$ cat src/rtl/gpio_irq_bank.sv
module gpio_irq_bank #(
  parameter int NPIN     = 32,
  parameter int NIRQ     = 8,
  parameter int AW       = 6,
  parameter int TICK_DIV = 16,
  parameter int DB_TICKS = 4
) (
  input  logic            clk,
  input  logic            rst_n,
  input  logic            reg_wr,
  input  logic [AW-1:0]   reg_addr,
  input  logic [NPIN-1:0] reg_wdata,
  output logic [NPIN-1:0] reg_rdata,
  input  logic [NPIN-1:0] pin_in,
  output logic [NPIN-1:0] pin_out,
  output logic [NPIN-1:0] pin_oe,
  output logic            irq
);
  localparam int CTLW = 4 * NIRQ;
  localparam int TW   = (TICK_DIV > 1) ? $clog2(TICK_DIV) : 1;
  localparam int CW   = (DB_TICKS > 1) ? $clog2(DB_TICKS) : 1;

  localparam logic [AW-1:0] A_DIR     = AW'(8'h00);
  localparam logic [AW-1:0] A_DIR_SET = AW'(8'h04);
  localparam logic [AW-1:0] A_DIR_CLR = AW'(8'h08);
  localparam logic [AW-1:0] A_VAL     = AW'(8'h0C);
  localparam logic [AW-1:0] A_OUT_SET = AW'(8'h10);
  localparam logic [AW-1:0] A_OUT_CLR = AW'(8'h14);
  localparam logic [AW-1:0] A_CTL_SET = AW'(8'h18);
  localparam logic [AW-1:0] A_CTL_CLR = AW'(8'h1C);
  localparam logic [AW-1:0] A_ST_CLR  = AW'(8'h20);
  localparam logic [AW-1:0] A_ST      = AW'(8'h24);

  logic [NPIN-1:0] dir_q, out_q, sync1, sync2;
  logic [CTLW-1:0] ctl_q;
  logic [NIRQ-1:0] st_q, filt, prev, evt, clr;
  logic [TW-1:0]   tick_cnt;
  logic            tick;

  wire [NIRQ-1:0] en_rise = ctl_q[NIRQ-1:0];
  wire [NIRQ-1:0] en_fall = ctl_q[2*NIRQ-1:NIRQ];
  wire [NIRQ-1:0] en_db   = ctl_q[3*NIRQ-1:2*NIRQ];
  wire [NIRQ-1:0] lvl     = ctl_q[4*NIRQ-1:3*NIRQ];

  wire wr_dir_set = reg_wr && reg_addr == A_DIR_SET;
  wire wr_dir_clr = reg_wr && reg_addr == A_DIR_CLR;
  wire wr_out_set = reg_wr && reg_addr == A_OUT_SET;
  wire wr_out_clr = reg_wr && reg_addr == A_OUT_CLR;
  wire wr_ctl_set = reg_wr && reg_addr == A_CTL_SET;
  wire wr_ctl_clr = reg_wr && reg_addr == A_CTL_CLR;
  wire wr_st_clr  = reg_wr && reg_addr == A_ST_CLR;

  always_ff @(posedge clk or negedge rst_n) begin
    if (!rst_n) begin
      dir_q <= '0;
      out_q <= '0;
      ctl_q <= '0;
    end else begin
      if (wr_dir_set)      dir_q <= dir_q | reg_wdata;
      else if (wr_dir_clr) dir_q <= dir_q & ~reg_wdata;
      if (wr_out_set)      out_q <= out_q | reg_wdata;
      else if (wr_out_clr) out_q <= out_q & ~reg_wdata;
      if (wr_ctl_set)      ctl_q <= ctl_q | reg_wdata[CTLW-1:0];
      else if (wr_ctl_clr) ctl_q <= ctl_q & ~reg_wdata[CTLW-1:0];
    end
  end

  always_ff @(posedge clk or negedge rst_n) begin
    if (!rst_n) begin
      sync1    <= '0;
      sync2    <= '0;
      tick_cnt <= '0;
    end else begin
      sync1    <= pin_in;
      sync2    <= sync1;
      tick_cnt <= tick ? '0 : tick_cnt + 1'b1;
    end
  end
  assign tick = tick_cnt == TW'(TICK_DIV - 1);

  for (genvar i = 0; i < NIRQ; i++) begin : g_filt
    logic [CW-1:0] cnt;
    logic          f;
    always_ff @(posedge clk or negedge rst_n) begin
      if (!rst_n) begin
        cnt <= '0;
        f   <= 1'b0;
      end else if (!en_db[i]) begin
        cnt <= '0;
        f   <= sync2[i];
      end else if (sync2[i] == f) begin
        cnt <= '0;
      end else if (tick) begin
        if (cnt == CW'(DB_TICKS - 1)) begin
          cnt <= '0;
          f   <= sync2[i];
        end else begin
          cnt <= cnt + 1'b1;
        end
      end
    end
    assign filt[i] = f;
  end

  assign evt = (~lvl & ((en_rise & filt & ~prev) | (en_fall & ~filt & prev)))
             | ( lvl & ((en_rise & filt) | (en_fall & ~filt)));
  assign clr = wr_st_clr ? reg_wdata[NIRQ-1:0] : '0;

  always_ff @(posedge clk or negedge rst_n) begin
    if (!rst_n) begin
      prev <= '0;
      st_q <= '0;
    end else begin
      prev <= filt;
      st_q <= (st_q & ~clr) | evt;
    end
  end

  always_comb begin
    case (reg_addr)
      A_DIR:                reg_rdata = dir_q;
      A_VAL:                reg_rdata = sync2;
      A_OUT_SET:            reg_rdata = out_q;
      A_CTL_SET, A_CTL_CLR: reg_rdata = NPIN'(ctl_q);
      A_ST:                 reg_rdata = NPIN'(st_q);
      default:              reg_rdata = '0;
    endcase
  end

  assign pin_oe  = dir_q;
  assign pin_out = out_q;
  assign irq     = |st_q;
endmodule

$ cat config.mk
export PLATFORM = sky130hd
export DESIGN_NAME = gpio_irq_bank
export DESIGN_NICKNAME = d
export VERILOG_FILES = /design/src/rtl/gpio_irq_bank.sv
export SDC_FILE = /design/constraint.sdc
export NUM_CORES = 1
export LEC_CHECK = 0
export ABC_AREA = 1
export ABC_CLOCK_PERIOD_IN_PS = 2000
export BUFFER_PORTS_ARGS = -buffer_cell sky130_fd_sc_hd__buf_2
export CAP_MARGIN = 5
export CORE_MARGIN = 2
export CORE_UTILIZATION = 56
export CTS_CLUSTER_DIAMETER = 120
export DETAILED_ROUTE_END_ITERATION = 8
export PLACE_DENSITY = 0.76
export SLEW_MARGIN = 20
export SYNTH_ARGS = -nofsm -noshare
export SYNTH_HDL_FRONTEND = slang
export SYNTH_SLANG_ARGS = --single-unit
$ cat constraint.sdc
create_clock -name clk -period 2 [get_ports clk]
set_input_delay 0.1 -clock clk [delete_from_list [all_inputs] [get_ports clk]]
set_output_delay 0.1 -clock clk [all_outputs]
set_load 0.02 [all_outputs]
* Yosys cells after proc, flatten, opt, wreduce, memory -nomap -nowiden *
Cells that the tools add are included.
Widths: inputs -> output; s select.

storage, ports and cells
  register bits = 204
  output and inout port bits = 97
  bits of input ports = 73

cells by class
  equal/unequal tests = 58
  muxes and demuxes = 73
  reductions and logical operators = 21
  bitwise operators = 22
  add/sub/neg operators = 9

operators by type and width
  kind                 count
  $mux 32              6
  $pmux 32 s5          1
  $and 32x32->32       3
  $or 32x32->32        3
  $mux 2               32
  $and 8x8->8          7
  $mux 1               32
  $ne 2x1->1 const B   16
  $not 32->32          1
  $not 8->8            4
  $or 8x8->8           4
  $eq 6x5->1 const B   4
  $ne 3x1->1 const B   8
  $reduce_and 3->1     8
  $add 2x1->2 const B  8
  $eq 2x2->1 const B   8
  $ne 2x2->1 const B   8
  $eq 6x4->1 const B   2
  $eq 6x6->1 const B   2
  $eq 1x1->1           8
  $mux 8               1
  $reduce_or 8->1      1
  $logic_and 1x1->1    7
  $eq 6x3->1 const B   1
  other kinds (6)      8

* Logic depth before layout (Yosys ltp) *
  depth in word-level cells = 7
  gate-level depth with buffers = 8

* Least setup slack after synthesis *
OpenSTA, ideal clock, no wires.

  kind = register to register
  from = register tick_cnt[0]
  to = register g_filt[2].f
  library setup time = 0.126 ns
  period minus slack after synthesis = 1.361 ns
  setup slack = 0.639 ns
  data arrival time = 1.235 ns
  data required time = 1.874 ns
  stages on the path, launching flop included = 8
  buffers on the path = 2
  path through = dfrtp_1 ha_1 nand3_1 buf_2 buf_2 a21oi_1 nand2_1 o21ai_0

on the way
  longest elaborated chain between the ends = 3

ends and longest elaborated chain
  item                               RTL line  text
  from (decl)                        37        logic [TW-1:0] tick_cnt;
  from (signal assigned)             76        tick_cnt <= tick ? '0 : tick_cnt + 1'b1;
  $eq 4x4->1                         79        assign tick = tick_cnt == TW'(TICK_DIV - 1);
  $ne 2x1->1 (no source line)        n/a
  $reduce_and 3->1 (no source line)  n/a
  to (signal assigned)               90        f <= sync2[i];
  to (signal assigned)               96        f <= sync2[i];
  to (decl)                          83        logic f;

Every way passes these cells.
A chain may end at the register's enable or synchronous reset.

* Worst setup path after layout *
  from = register tick_cnt[0]
  to = register g_filt[4].f

on the way
  longest elaborated chain between the ends = 3

ends and longest elaborated chain
  item                               RTL line
  $eq 4x4->1                         79
  $ne 2x1->1 (no source line)        n/a
  $reduce_and 3->1 (no source line)  n/a
  to (signal assigned)               90
  to (signal assigned)               96
  to (decl)                          83

Every way passes these cells.

==> load_flow_metrics.sql <==
INSERT INTO impl_metrics (metric_group, metric, value, unit) VALUES
('synthesis', 'synth.area.top_cells', 'dfrtp_1 56%, nand2_1 17%, nand4_1 8.3%', ''),
('clock_network', 'clk_transition_reported_paths', '60', 'ps'),
('drt', 'dr.first_iter.drc_count', '761', ''),
('placed_design', 'numPortBuffers', '169', ''),
('drt', 'avgRoutedWirePerCell', '17.7', 'um'),
('drt', 'vias_per_cell', '5.65', ''),
('run', 'cap_violations', '0', ''),
('global_routing', 'grt_antenna_before_repair', '1', ''),
('critical_path', 'worstSetupPathType', 'reg -> reg', ''),
('clock_network', 'clock_latency', '510', 'ps'),
('floorplan', 'placementRows', '46', ''),
('drt', 'dr_wl_met2', '12.6', 'mm'),
('clock_network', 'tritoncts_clock_tree', 'yes', ''),
('placed_design', 'dpl_cell_area', '0.0102', 'mm2'),
('critical_path', 'ff2ff_path_depth', '7', ''),
('timing', 'hold_viol', '0', ''),
('global_routing', 'aggregate_global_route_resource_usage', '31.3', '%'),
('floorplan', 'die_width', '131', 'um'),
('synthesis', 'synth_enable_flop_cells', '0', ''),
('drt', 'route.met3.wl', '2.51', 'mm'),
('clock_network', 'cts.htree.levels', '1', ''),
('floorplan', 'io_pins', '170', ''),
('drt', 'postRouteAntennaNets', '0', ''),
('floorplan', 'core_area', '0.0159', 'mm2'),
('hold_path', 'min-delay-path-class', 'in -> reg', ''),
('floorplan', 'die_ar', '0.0172', 'mm2'),
('synthesis', 'synthCells', '1042', ''),
('drt', 'route.layer.met1.wl', '10.8', 'mm'),
('timing', 'period_minus_slack', '1640', 'ps'),
('status', 'run_status', 'complete, no violations', ''),
('critical_path', 'cp.arrival', '2070', 'ps'),
('finish', 'layout-drive-gt1-share', '19.8', '%'),
('clock_network', 'clock_path_buffers', '3', ''),
('timing', 'tns', '0', 'ps'),
('placed_design', 'dp_cell_count', '1406', ''),
('placed_design', 'detailedPlacementHpwl', '17.6', 'mm'),
('clock_network', 'cts_buffers', '22', ''),
('synthesis', 'syn-mean-instance-area', '8.71', 'um2'),
('synthesis', 'mappedNetlistNets', '1124', ''),
('timing', 'grt_setup_unrepaired', 'false', ''),
('critical_path', 'cp-end-kind', 'register', ''),
('synthesis', 'synth.largest_area_cell', 'dfrtp_1', ''),
('global_routing', 'grt_max_degree', '61', ''),
('finish', 'nets', '1361', ''),
('timing', 'fin_hold_ws', '36.1', 'ps'),
('power_and_ir_drop', 'worst_ir_drop_vdd', '761', 'uV'),
('critical_path', 'timing.critical_path.from_type', 'register', ''),
('synthesis', 'synth-seq-area-share', '56.3', '%'),
('global_routing', 'grt_remaining_overflow', '0', ''),
('global_routing', 'grt_pass1_vias', '8288', ''),
('synthesis', 'postSynthRegisterBits', '204', ''),
('drt', 'wl', '26.7', 'mm'),
('drt', 'highest-signal-layer', 'met4', ''),
('finish', 'finalInstanceArea', '0.0116', 'mm2'),
('timing', 'fin_skew', '14.1', 'ps'),
('hold_path', 'worstHoldPathCells', '3', ''),
('drt', 'dr.pass1.iters', '5', ''),
('clock_network', 'post_cts_resize_count', '0', ''),
('timing', 'report.final.setup_viol', '0', ''),
('finish', 'antenna_cells_inserted', '0', ''),
('critical_path', 'timing.critical_path.required', '2440', 'ps'),
('floorplan', 'die_span_in_y', '131', 'um'),
('synthesis', 'yosys-top-cells-count', '423 x nand2_1, 204 x dfrtp_1, 120 x nand4_1', ''),
('timing', 'fmaxAchievable', '611', 'MHz'),
('clock_network', 'clkSinkCount', '204', ''),
('drt', 'drcViolationCount', '0', ''),
('timing', 'maxSlewViolCount', '0', ''),
('synthesis', 'postSynth.asyncResetShare', '100', '%'),
('synthesis', 'synthDistinctLibCells', '29', ''),
('placed_design', 'gpl.final_weighted_congestion', '0.869', ''),
('global_routing', 'grt_pass1_wl', '43.8', 'mm');
## worst max-delay path, cell delays in order (launching register included)
cell and delay (ps):
dfrtp_1 400, ha_1 240, nand3_1 110, clkinv_1 300, buf_4 290, nand3_1 90, nand3_1 80, nand2_1 80
## area by class of cell
cell class	instances	area, um2
Clock inverter	5	75.1
Tap cell	216	270
Inverter	42	158
Timing Repair Buffer	266	1820
Sequential cell	204	5100
Clock buffer	34	667
Multi-Input combinational cell	743	3500
Fill cell	1195	4290
## repair_timing
action / in CTS / in global routing
endpoints found under the setup margin: 0 / 0
hold endpoints to repair: 190 / 0
hold buffers: 65 / 0
## routing by layer
layer / global-route usage [%] / up-vias
li1: - / 3944
met1: 44.2 / 4064
met2: 50.1 / 466
met3: 4.90 / 63
met4: 10.7 / 0
met5: 0 / -
## metrics by stage
step	power (mW)	setup WS [ps]	utilization (%)
after floorplan	5.28	639	-
after global placement	5.81	436	64.2
after detailed placement	5.85	406	64.2
after CTS	10.1	401	73.0
after global routing	10.4	255	73.0
final	10.0	365	73.0
## kinds of logic after synthesis
logic type	count (synthesis)	share of synthesized area (%)
compound gates	75	4.41
xor+xnor	10	0.965
fa+ha+maj	9	1.24
buf+inv	95	5.18
flops	204	56.3
simple gates	649	31.9
## power by group
part	switching (mW)	internal, mW
Combinational	0.696	0.413
Clock	1.60	2.54
Sequential	0.345	4.45
Total	2.64	7.40
## worst paths after layout
check	start	to	slack, ps
max in group asynchronous	rst_n	async pin	1110
min	reg_wr	register	40
max	tick_cnt[0]	g_filt[4].f	360
max reg2reg	tick_cnt[0]	g_filt[4].f	360
min in group asynchronous	rst_n	async pin	160
min reg2reg	sync1[12]	sync2[12]	340
## placed cells by master, fill, tap and decap left out
| cell | count |
|---|---|
| buf_12 | 6 |
| clkbuf_16 | 23 |
| inv_1 | 37 |
| nor2_4 | 6 |
| buf_4 | 26 |
| bufinv_16 | 2 |
| clkinv_2 | 3 |
| o21ai_0 | 26 |
| dfrtp_1 | 204 |
| ha_1 | 9 |
| xor2_1 | 10 |
| nand2_1 | 423 |
| nand2_2 | 2 |
| nor2b_1 | 1 |
| nor4_1 | 2 |
| or2_2 | 4 |
| nor2_2 | 4 |
| nand3_1 | 52 |
| o21a_1 | 7 |
| clkbuf_8 | 6 |
| clkinv_1 | 1 |
| nor3_4 | 1 |
| dlygate4sd3_1 | 65 |
| inv_2 | 4 |
| a21oi_1 | 10 |
| o21ai_1 | 30 |
| clkbuf_1 | 6 |
| buf_2 | 168 |
| o2111ai_1 | 2 |
| nor2_1 | 32 |
| nand4_1 | 120 |
| nor3_1 | 1 |
| nor3_2 | 1 |
(Power assumes the default switching activity.)
